[src/rtl/modrm_dec_pkg.sv]
package modrm_dec_pkg;

  typedef enum logic [1:0] {
    SEG_ES = 2'd0,
    SEG_CS = 2'd1,
    SEG_SS = 2'd2,
    SEG_DS = 2'd3
  } seg_e;

  localparam logic [2:0] RN_BX = 3'd3;
  localparam logic [2:0] RN_SP = 3'd4;
  localparam logic [2:0] RN_BP = 3'd5;
  localparam logic [2:0] RN_SI = 3'd6;
  localparam logic [2:0] RN_DI = 3'd7;

  typedef enum logic [1:0] {
    ST_MODRM = 2'd0,
    ST_SIB   = 2'd1,
    ST_DISP  = 2'd2,
    ST_CALC  = 2'd3
  } col_state_e;

  // Number of displacement bytes for a form; sib_base only matters for the SIB form.
  function automatic logic [2:0] disp_len(input logic a32, input logic [1:0] md,
                                          input logic [2:0] rm, input logic [2:0] sib_base);
    logic [2:0] n;
    n = 3'd0;
    case (md)
      2'd1: n = 3'd1;
      2'd2: n = a32 ? 3'd4 : 3'd2;
      2'd0: begin
        if (a32 && rm == RN_BP) n = 3'd4;
        else if (a32 && rm == RN_SP && sib_base == RN_BP) n = 3'd4;
        else if (!a32 && rm == RN_SI) n = 3'd2;
      end
      default: n = 3'd0;
    endcase
    return n;
  endfunction

endpackage

[src/rtl/modrm_byte_collect.sv]
module modrm_byte_collect
  import modrm_dec_pkg::*;
#(
  parameter int REG_W = 32
) (
  input  logic             clk,
  input  logic             rst,
  input  logic             byte_valid,
  input  logic [7:0]       byte_data,
  input  logic             addr32,
  input  logic             ovr_en,
  input  logic [1:0]       ovr_sel,
  output logic             byte_ready,
  output logic             calc,
  output logic [1:0]       f_mod,
  output logic [2:0]       f_reg,
  output logic [2:0]       f_rm,
  output logic [7:0]       f_sib,
  output logic             has_sib,
  output logic [REG_W-1:0] disp,
  output logic [2:0]       dlen,
  output logic             a32_q,
  output logic             ovr_en_q,
  output logic [1:0]       ovr_sel_q
);

  col_state_e st;
  logic [2:0] didx;
  logic [2:0] len_now;
  logic       want_sib;

  // Displacement length known at the byte being taken now.
  always_comb begin
    if (st == ST_SIB) len_now = disp_len(1'b1, f_mod, RN_SP, byte_data[2:0]);
    else              len_now = disp_len(addr32, byte_data[7:6], byte_data[2:0], 3'd0);
    want_sib = addr32 && (byte_data[2:0] == RN_SP) && (byte_data[7:6] != 2'd3);
  end

  assign byte_ready = (st != ST_CALC);
  assign calc       = (st == ST_CALC);

  always_ff @(posedge clk) begin
    if (rst) begin
      st        <= ST_MODRM;
      f_mod     <= '0;
      f_reg     <= '0;
      f_rm      <= '0;
      f_sib     <= '0;
      has_sib   <= 1'b0;
      disp      <= '0;
      dlen      <= '0;
      didx      <= '0;
      a32_q     <= 1'b0;
      ovr_en_q  <= 1'b0;
      ovr_sel_q <= '0;
    end else begin
      case (st)
        ST_MODRM: if (byte_valid) begin
          f_mod     <= byte_data[7:6];
          f_reg     <= byte_data[5:3];
          f_rm      <= byte_data[2:0];
          f_sib     <= '0;
          has_sib   <= 1'b0;
          disp      <= '0;
          didx      <= '0;
          a32_q     <= addr32;
          ovr_en_q  <= ovr_en;
          ovr_sel_q <= ovr_sel;
          if (want_sib) begin
            dlen <= '0;
            st   <= ST_SIB;
          end else begin
            dlen <= len_now;
            st   <= (len_now == 3'd0) ? ST_CALC : ST_DISP;
          end
        end
        ST_SIB: if (byte_valid) begin
          f_sib   <= byte_data;
          has_sib <= 1'b1;
          dlen    <= len_now;
          st      <= (len_now == 3'd0) ? ST_CALC : ST_DISP;
        end
        ST_DISP: if (byte_valid) begin
          disp[didx*8 +: 8] <= byte_data;
          didx              <= didx + 3'd1;
          if (didx + 3'd1 == dlen) st <= ST_CALC;
        end
        default: st <= ST_MODRM;
      endcase
    end
  end

  // the displacement counter never runs past the length chosen for the form.
  p_disp_index_r11: assert property (@(posedge clk) disable iff (rst)
    (st == ST_DISP) |-> (didx < dlen));

  // the byte_ready-low cycle lasts a single cycle.
  p_calc_single_r1: assert property (@(posedge clk) disable iff (rst)
    calc |=> !calc);

endmodule

[src/rtl/modrm_ea_calc.sv]
module modrm_ea_calc
  import modrm_dec_pkg::*;
#(
  parameter int REG_W = 32
) (
  input  logic [1:0]       f_mod,
  input  logic [2:0]       f_rm,
  input  logic [7:0]       f_sib,
  input  logic             has_sib,
  input  logic [REG_W-1:0] disp,
  input  logic [2:0]       dlen,
  input  logic             a32_q,
  input  logic             ovr_en_q,
  input  logic [1:0]       ovr_sel_q,
  output logic [2:0]       rf_a_idx,
  input  logic [REG_W-1:0] rf_a_data,
  output logic [2:0]       rf_b_idx,
  input  logic [REG_W-1:0] rf_b_data,
  output logic [REG_W-1:0] ea,
  output logic [1:0]       seg,
  output logic [2:0]       nbytes
);

  logic             use_a, use_b, bp_form;
  logic [1:0]       sh;
  logic [REG_W-1:0] dx, a_term, b_term, sum;

  always_comb begin
    rf_a_idx = f_rm;
    rf_b_idx = RN_SI;
    use_a    = 1'b1;
    use_b    = 1'b0;
    sh       = 2'd0;
    bp_form  = 1'b0;
    if (a32_q) begin
      if (f_rm == RN_SP) begin
        rf_a_idx = f_sib[2:0];
        use_a    = !((f_mod == 2'd0) && (f_sib[2:0] == RN_BP));
        rf_b_idx = f_sib[5:3];
        use_b    = (f_sib[5:3] != RN_SP);
        sh       = f_sib[7:6];
      end else if (f_rm == RN_BP) begin
        use_a    = (f_mod != 2'd0);
        bp_form  = (f_mod != 2'd0);
      end
    end else begin
      case (f_rm)
        3'd0: begin rf_a_idx = RN_BX; rf_b_idx = RN_SI; use_b = 1'b1; end
        3'd1: begin rf_a_idx = RN_BX; rf_b_idx = RN_DI; use_b = 1'b1; end
        3'd2: begin rf_a_idx = RN_BP; rf_b_idx = RN_SI; use_b = 1'b1; bp_form = 1'b1; end
        3'd3: begin rf_a_idx = RN_BP; rf_b_idx = RN_DI; use_b = 1'b1; bp_form = 1'b1; end
        3'd4: rf_a_idx = RN_SI;
        3'd5: rf_a_idx = RN_DI;
        3'd6: begin
          rf_a_idx = RN_BP;
          use_a    = (f_mod != 2'd0);
          bp_form  = (f_mod != 2'd0);
        end
        default: rf_a_idx = RN_BX;
      endcase
    end

    case (dlen)
      3'd1:    dx = {{(REG_W-8){disp[7]}}, disp[7:0]};
      3'd2:    dx = {{(REG_W-16){disp[15]}}, disp[15:0]};
      default: dx = disp;
    endcase

    a_term = use_a ? rf_a_data : '0;
    b_term = use_b ? (rf_b_data << sh) : '0;
    sum    = a_term + b_term + dx;

    if (f_mod == 2'd3)  ea = '0;
    else if (a32_q)     ea = sum;
    else                ea = {{(REG_W-16){1'b0}}, sum[15:0]};

    if (ovr_en_q)                          seg = ovr_sel_q;
    else if (bp_form && f_mod != 2'd3)     seg = SEG_SS;
    else                                   seg = SEG_DS;

    nbytes = 3'd1 + {2'b00, has_sib} + dlen;
  end

endmodule

[src/rtl/modrm_addr_decoder.sv]
module modrm_addr_decoder
  import modrm_dec_pkg::*;
#(
  parameter int REG_W = 32
) (
  input  logic             clk,
  input  logic             rst,
  input  logic             byte_valid,
  input  logic [7:0]       byte_data,
  output logic             byte_ready,
  input  logic             addr32,
  input  logic             ovr_en,
  input  logic [1:0]       ovr_sel,
  output logic [2:0]       rf_a_idx,
  input  logic [REG_W-1:0] rf_a_data,
  output logic [2:0]       rf_b_idx,
  input  logic [REG_W-1:0] rf_b_data,
  output logic             done,
  output logic [2:0]       op_reg,
  output logic             op_is_mem,
  output logic [2:0]       op_rm,
  output logic [REG_W-1:0] op_ea,
  output logic [1:0]       op_seg,
  output logic [2:0]       op_len
);

  logic             calc, has_sib, a32_q, ovr_en_q;
  logic [1:0]       f_mod, ovr_sel_q, seg_c;
  logic [2:0]       f_reg, f_rm, dlen, nbytes_c;
  logic [7:0]       f_sib;
  logic [REG_W-1:0] disp, ea_c;

  modrm_byte_collect #(.REG_W(REG_W)) u_collect (
    .clk(clk), .rst(rst), .byte_valid(byte_valid), .byte_data(byte_data),
    .addr32(addr32), .ovr_en(ovr_en), .ovr_sel(ovr_sel),
    .byte_ready(byte_ready), .calc(calc),
    .f_mod(f_mod), .f_reg(f_reg), .f_rm(f_rm), .f_sib(f_sib), .has_sib(has_sib),
    .disp(disp), .dlen(dlen), .a32_q(a32_q), .ovr_en_q(ovr_en_q), .ovr_sel_q(ovr_sel_q)
  );

  modrm_ea_calc #(.REG_W(REG_W)) u_calc (
    .f_mod(f_mod), .f_rm(f_rm), .f_sib(f_sib), .has_sib(has_sib),
    .disp(disp), .dlen(dlen), .a32_q(a32_q), .ovr_en_q(ovr_en_q), .ovr_sel_q(ovr_sel_q),
    .rf_a_idx(rf_a_idx), .rf_a_data(rf_a_data), .rf_b_idx(rf_b_idx), .rf_b_data(rf_b_data),
    .ea(ea_c), .seg(seg_c), .nbytes(nbytes_c)
  );

  always_ff @(posedge clk) begin
    if (rst) begin
      done      <= 1'b0;
      op_reg    <= '0;
      op_is_mem <= 1'b0;
      op_rm     <= '0;
      op_ea     <= '0;
      op_seg    <= SEG_DS;
      op_len    <= '0;
    end else begin
      done <= calc;
      if (calc) begin
        op_reg    <= f_reg;
        op_is_mem <= (f_mod != 2'd3);
        op_rm     <= f_rm;
        op_ea     <= ea_c;
        op_seg    <= seg_c;
        op_len    <= nbytes_c;
      end
    end
  end

  p_done_pulse_r2: assert property (@(posedge clk) disable iff (rst)
    done |=> !done);

  p_ready_at_done_r1: assert property (@(posedge clk) disable iff (rst)
    done |-> byte_ready);

  p_outputs_hold_r2: assert property (@(posedge clk) disable iff (rst)
    !done |=> (done || ($stable(op_ea) && $stable(op_len) && $stable(op_seg))));

  p_regform_r3: assert property (@(posedge clk) disable iff (rst)
    (done && !op_is_mem) |-> (op_len == 3'd1 && op_ea == '0));

  p_ea16_mask_r8: assert property (@(posedge clk) disable iff (rst)
    (done && op_is_mem && !a32_q) |-> (op_ea[REG_W-1:16] == '0));

  p_override_r10: assert property (@(posedge clk) disable iff (rst)
    (done && ovr_en_q) |-> (op_seg == ovr_sel_q));

  p_len_bound_r11: assert property (@(posedge clk) disable iff (rst)
    done |-> (op_len >= 3'd1 && op_len <= 3'd6));

endmodule

[config.mk]
export PLATFORM = sky130hd
export DESIGN_NAME = modrm_addr_decoder
export DESIGN_NICKNAME = d
export VERILOG_FILES = /design/src/rtl/modrm_dec_pkg.sv /design/src/rtl/modrm_byte_collect.sv /design/src/rtl/modrm_ea_calc.sv /design/src/rtl/modrm_addr_decoder.sv
export SDC_FILE = /design/constraint.sdc
export NUM_CORES = 1
export LEC_CHECK = 0
export ABC_CLOCK_PERIOD_IN_PS = 6600
export BUFFER_PORTS_ARGS = -buffer_cell sky130_fd_sc_hd__buf_2
export CORE_MARGIN = 2
export CORE_UTILIZATION = 57
export CTS_BUF_LIST = sky130_fd_sc_hd__clkbuf_8
export DETAILED_ROUTE_END_ITERATION = 8
export PLACE_DENSITY_LB_ADDON = 0.3
export RECOVER_POWER = 50
export SYNTH_ARGS = -nofsm -noshare
export SYNTH_HDL_FRONTEND = slang
export SYNTH_SLANG_ARGS = --single-unit
[constraint.sdc]
create_clock -name clk -period 6.6 [get_ports clk]
set_input_delay 0.99 -clock clk [delete_from_list [all_inputs] [get_ports clk]]
set_output_delay 0.99 -clock clk [all_outputs]
set_load 0.02 [all_outputs]
==> results.py, run 1 <==
metrics = {
    "run_status": {
        "status": "finished, violations left",
        "violations": "max-capacitance violations, max-slew violations",
    },
    "sta": {
        "finalMaxSlewViolations": 94,
        "rsz0062_at_grt": "no",
        "clock.fmax_ghz": 0.1882,
        "setup_viol": 0,
        "post-route-min-period_ps": 5313,
        "fin_setup_tns_ps": 0,
        "hold_violations": 0,
        "relSlewSlack": -0.3515,
        "finClkSkew_ps": 18.91,
        "fin_crit_sh": 0.8050,
        "tightest_slew_ps": 2027,
    },
    "pwr": {
        "pwr_density_cell_nw_per_um2": 269.3,
        "leakagePower_nw": 3.811,
        "power_mw": 2.303,
        "vdd_ir_drop_max_mv": 0.1382,
    },
    "synthesis": {
        "yosysUniqueCellTypes": 72,
        "yosysSeqAreaShare": 0.2765,
        "synth_edf_count": 0,
        "synth_fp_nets": 1089,
        "ys_async_sr_fraction": 0,
        "syn_inst": 937,
        "ys_seq_elements": 106,
        "synth_top_area_share": 0.2765,
        "synth_largest_area_cell": "dfxtp_1",
        "synth_warnings": 0,
        "netlist_top_cells_area": "dfxtp_1 28%, fa_1 8.6%, ha_1 6.5%",
        "syn_avg_cell_area_sq_um": 8.191,
        "syn_area_sq_um": 7675,
        "synth_top_flop_cell": "dfxtp_1",
        "yosys-top-cells-count": "106 x dfxtp_1, 106 x nand2_1, 93 x a21oi_1",
    },
    "layout": {
        "design_area_sq_um": 8552,
        "drive_gt1_frac": 0.1216,
        "area.growth.synth_to_final_pct": 11.43,
        "final_core_util": 0.6484,
        "fin_nets": 1184,
        "antenna-diode-count": 0,
        "fillers": 1148,
        "largest_registers": "op_ea: 32 flops, u_collect.disp: 32 flops, u_collect.f_sib: 8 flops",
        "layoutNonFillerInstCount": 1212,
    },
    "cts": {
        "cts_resized": 0,
        "cts.sinks": 106,
        "cts_tree": "built",
        "cts_max_level": 3,
        "cts_root_buf": "clkbuf_8",
        "cts_hold_buf": 0,
        "clkTransAtPathRegs_ps": 110,
        "clock_latency_ps": 400,
        "cts_made_buffers": 9,
        "cts_setup_buffers": 0,
        "clockBufferDepth": 2,
    },
    "min_path": {
        "min_path_type": "register to register",
        "holdPathStages": 2,
    },
    "detailed_routing": {
        "drtPass1Iterations": 5,
        "num_vias": 7114,
        "drcViolationCount": 0,
        "routed_wl_um": 20170,
        "ant_nets": 0,
        "wire_per_inst_um": 16.64,
        "drt_iter0_drc": 594,
        "vias_per_cell": 5.870,
    },
    "global_routing": {
        "grt_pass1_wl_um": 32550,
        "grt_start_max_net_pins": 48,
        "grt_pass1_vias": 6656,
        "track_usage": 0.2822,
        "overflow": 0,
        "antenna_found_initial": 0,
    },
    "die": {
        "fp-row-count": 42,
        "core_area_sq_um": 13190,
        "die_h_um": 120.0,
        "die_area_sq_um": 14410,
        "start_util": 0.5819,
        "die_w_um": 120.0,
        "ios": 131,
    },
    "placement": {
        "place_area_sq_um": 8404,
        "globalplace.congestion": 0.9297,
        "dp_cells": 1197,
        "dpl.hpwl_um": 15230,
        "port-buffer-count": 130,
    },
    "worst_setup_path": {
        "reg2regPathDepth": 16,
        "path_cells": "and2b_1 > nor3b_4 > a21oi_1 > a21o_1 > nor2_1 > fa_1 > ha_1 > fa_1 > a211oi_1 > nor2_1 > o31ai_2 > a21oi_1 > or3_1 > a31o_2 > xnor2_1 > a22o_1",
        "path_max_fanout": 30,
        "slowest_stage": "a21o_1",
        "cp-end-kind": "register",
        "crit_type": "register to register",
        "arrival_ps": 5610,
        "start_kind": "register",
        "slowest_delay_ps": 810,
        "crit_required_ps": 6900,
    },
    "run": {
        "cap_viol_max_count": 2,
    },
}
==> power by group <==
part / switching [mW] / internal (mW)
combinational: 0.691 / 0.444
clock: 0.248 / 0.183
sequential: 0.0483 / 0.688
==> critical path, delay by kind of cell (launching register included) <==
family / cells / cell delay [ps]
AOI/OAI and AO/OA: 7 / 2320
xor gates and xnor gates: 1 / 110
adders and majority gates: 3 / 1180
DFF: 1 / 470
and+or+nand+nor: 5 / 1120
==> worst paths after layout <==
path                                         from         to  slack [ps]
worst min register to register          op_ea[12]  op_ea[12]         450
worst max register to register  u_collect.f_rm[1]  op_ea[31]        1290
worst min-delay path                    op_ea[12]  op_ea[12]         450
worst max-delay path            u_collect.f_rm[1]  op_ea[31]        1290
==> placed cells by master, fill, tap and decap left out, types with 12 or more instances in the layout <==
cell / count
a21oi_1: 93
nand2_1: 105
o21ai_1: 13
o21ai_0: 19
buf_2: 84
fa_1: 33
a22o_1: 12
nand3_1: 27
ha_1: 40
mux2i_1: 38
clkbuf_1: 47
a22oi_1: 34
nor2_1: 91
xor2_1: 14
xnor2_1: 21
and2_1: 14
o22a_1: 23
dfxtp_1: 106
inv_1: 65
a21o_1: 13
==> metrics by stage <==
stage | hold slack (ps) | setup slack [ps]
after floorplan | 432.3 | 1898
final | 451.6 | 1287
after global routing | 475.7 | 882.3
after CTS | 452.8 | 1387
after detailed placement | 439.2 | 1406
after global placement | 432.2 | 1492
==> kinds of logic (layout without fill, tap and decap cells) <==
kind of cell,Yosys count,count (layout),synth area share
xor gates and xnor gates,35,35,0.03994
DFF,106,106,0.2765
buffers and inverters,122,221,0.06162
adders and majority gates,73,73,0.1513
and+or+nand+nor,294,294,0.1775
AOI/OAI and AO/OA,269,269,0.2436
muxes,38,38,0.04956
==> final cells by class <==
class,count,area (sq um),area share
Clock buffer,9,123.9,0.01448
Clock inverter,6,85.08,0.009949
Inverter,66,247.7,0.02897
Multi-Input combinational cell,709,5089,0.5950
Sequential cell,106,2122,0.2481
Tap cell,176,220.2,0.02575
Timing Repair Buffer,140,664.4,0.07769
==> routing by layer <==
layer	track usage	up-vias	share of wire
li1	-	3479	-
met3	0.05466	46	0.067
met1	0.3813	3347	0.44
met4	0.09779	0	0.029
met2	0.4513	242	0.46
met5	0	-	0
Power figures use the tool's default switching activity.
==> inputs of run 2 (changes only) <==
- ABC_CLOCK_PERIOD_IN_PS: 6600 -> 4570
- CORE_UTILIZATION: 57 -> 53
- clock period: 6.6 -> 4.57 ns (I/O delays scaled with it)
==> results.py, run 2 (synthesis gave the netlist of run 1 again) <==
metrics = {
    "run_status": {
        "status": "finished, violations left",
        "violations": "max-capacitance violations, max-slew violations",
    },
    "die": {
        "fp-row-count": 43,
        "ios": 131,
        "core_area_sq_um": 13990,
        "die_w_um": 124.3,
        "die_h_um": 124.3,
        "start_util": 0.5487,
        "die_area_sq_um": 15460,
    },
    "worst_setup_path": {
        "path_max_fanout": 28,
        "crit_required_ps": 4860,
        "cp-end-kind": "register",
        "arrival_ps": 4730,
        "start_kind": "register",
        "r2r-start": "u_collect.f_rm[1]",
        "reg2regPathDepth": 18,
        "endpoint": "op_ea[28]",
        "cp-startpoint": "u_collect.f_rm[1]",
        "r2r_slack_ps": 130,
        "crit_type": "register to register",
        "r2r_end": "op_ea[28]",
    },
    "layout": {
        "largest_registers": "op_ea: 32 flops, u_collect.disp: 32 flops, u_collect.f_sib: 8 flops",
        "final_common_cell": "dfxtp_1",
        "antenna-diode-count": 0,
        "drive_gt1_frac": 0.1533,
        "final_cell_mix": "106 x dfxtp_1, 105 x nand2_1, 90 x nor2_1",
        "area.growth.synth_to_final_pct": 14.85,
        "fin_nets": 1204,
        "design_area_sq_um": 8815,
    },
    "cts": {
        "cts_hold_buf": 0,
        "cts_made_buffers": 9,
        "cts.sinks": 106,
        "cts_max_level": 3,
        "cts_root_buf": "clkbuf_8",
        "cts_tree": "built",
        "clock_latency_ps": 400,
        "clockBufferDepth": 2,
        "clkTransAtPathRegs_ps": 120,
    },
    "detailed_routing": {
        "num_vias": 7146,
        "ant_nets": 0,
        "routed_wl_um": 21170,
        "drtPass1Iterations": 6,
        "drt_iter0_drc": 663,
        "wire_per_inst_um": 17.12,
        "vias_per_cell": 5.777,
        "drcViolationCount": 0,
    },
    "global_routing": {
        "overflow": 0,
        "grt_pass1_wl_um": 34060,
        "grt_pass1_vias": 6760,
        "grt_start_max_net_pins": 64,
        "antenna_found_initial": 0,
        "track_usage": 0.2712,
    },
    "min_path": {
        "holdPathStages": 2,
        "min_path_type": "register to register",
    },
    "sta": {
        "finalMaxSlewViolations": 64,
        "finClkSkew_ps": 15.70,
        "rsz0062_at_grt": "yes",
        "post-route-min-period_ps": 4438,
        "setup_ws_ps": 132.1,
        "tightest_slew_ps": 2719,
        "fin_crit_sh": 0.9711,
        "whs_ps": 453.9,
        "hold_violations": 0,
        "clock.fmax_ghz": 0.2253,
        "setup_viol": 0,
        "relSlewSlack": -0.8127,
    },
    "pwr": {
        "power_mw": 3.387,
        "vdd_ir_drop_max_mv": 0.1824,
        "pwr_density_cell_nw_per_um2": 384.2,
        "leakagePower_nw": 3.934,
    },
    "run": {
        "cap_viol_max_count": 1,
    },
    "placement": {
        "globalplace.congestion": 0.9725,
        "pre_cts_slack_ps": 18.91,
        "place_area_sq_um": 8581,
        "dpl.hpwl_um": 16070,
        "port-buffer-count": 130,
    },
}
run 2: cell types whose count changed in the layout (fill, tap and decap cells not counted), sizes merged:
cell / previous run / this run
clkinvlp: 1 / 0
buf: 93 / 112
clkinv: 1 / 5
inv: 69 / 68
bufinv: 1 / 0
clkbuf: 56 / 57
run 2: worst min-delay path by stage:
stage	startpoint	end	slack [ps]
2_1_floorplan	u_collect.disp[11]	u_collect.disp[11]	430
3_3_place_gp	op_ea[11]	op_ea[11]	430
3_5_place_dp	op_ea[11]	op_ea[11]	440
4_1_cts	op_ea[12]	op_ea[12]	460
5_1_grt	op_ea[12]	op_ea[12]	480
6_report	op_ea[15]	op_ea[15]	450
run 2: per-stage QoR:
stage / TNS [ps] / util / std cells
finish: 0 / 0.6301 / 1237
global route: -157.8 / 0.6301 / 1237
CTS: 0 / 0.6274 / 1236
detailed placement: 0 / 0.6134 / 1219
global placement: 0 / 0.6134 / 1219
floorplan: 0 / - / 937
run 2: metal layers:
metal	up-vias	GRT usage	wire [um]
met2	236	0.4413	9880
li1	3525	-	-
met3	28	0.04038	1394
met4	0	0.08724	437
met1	3357	0.3716	9461
met5	-	0	0
run 2: final cells by class:
cell class,count,area [sq um]
clock buffers,9,123.9
clock inverters,7,63.81
fillers,1314,5174
inverters,66,247.7
multi-input cells,709,5191
flip-flops and latches,106,2122
well taps,180,225.2
repair buffers,160,840.8
run 2: critical path, cell delays in order, from the launching register on:
cell       delay [ps]
dfxtp_1           350
and2b_1           190
nor3b_4           170
buf_4             160
buf_4             130
a21o_1            210
buf_8             180
o22a_1            240
fa_1              530
inv_1              40
ha_1              350
a2111oi_4         300
o21ai_1           160
a221o_1           370
and3_4            200
a211o_4           290
o31ai_4           180
xnor2_1            90
a22o_1            190
run 2: where the power goes:
| group | internal [mW] | switching (mW) | leakage, nW |
|---|---|---|---|
| Combinational | 0.693 | 1.05 | 2.98 |
| Clock | 0.210 | 0.376 | 0.0987 |
| Sequential | 0.994 | 0.0598 | 0.857 |
run 2: timing repair:
item / 4_1_cts / 5_1_grt
endpoints found under the setup margin: 1 / 12
pin swaps: 0 / 5
gates cloned: 0 / 0
resized for setup: 0 / 21
setup buffers: 1 / 1
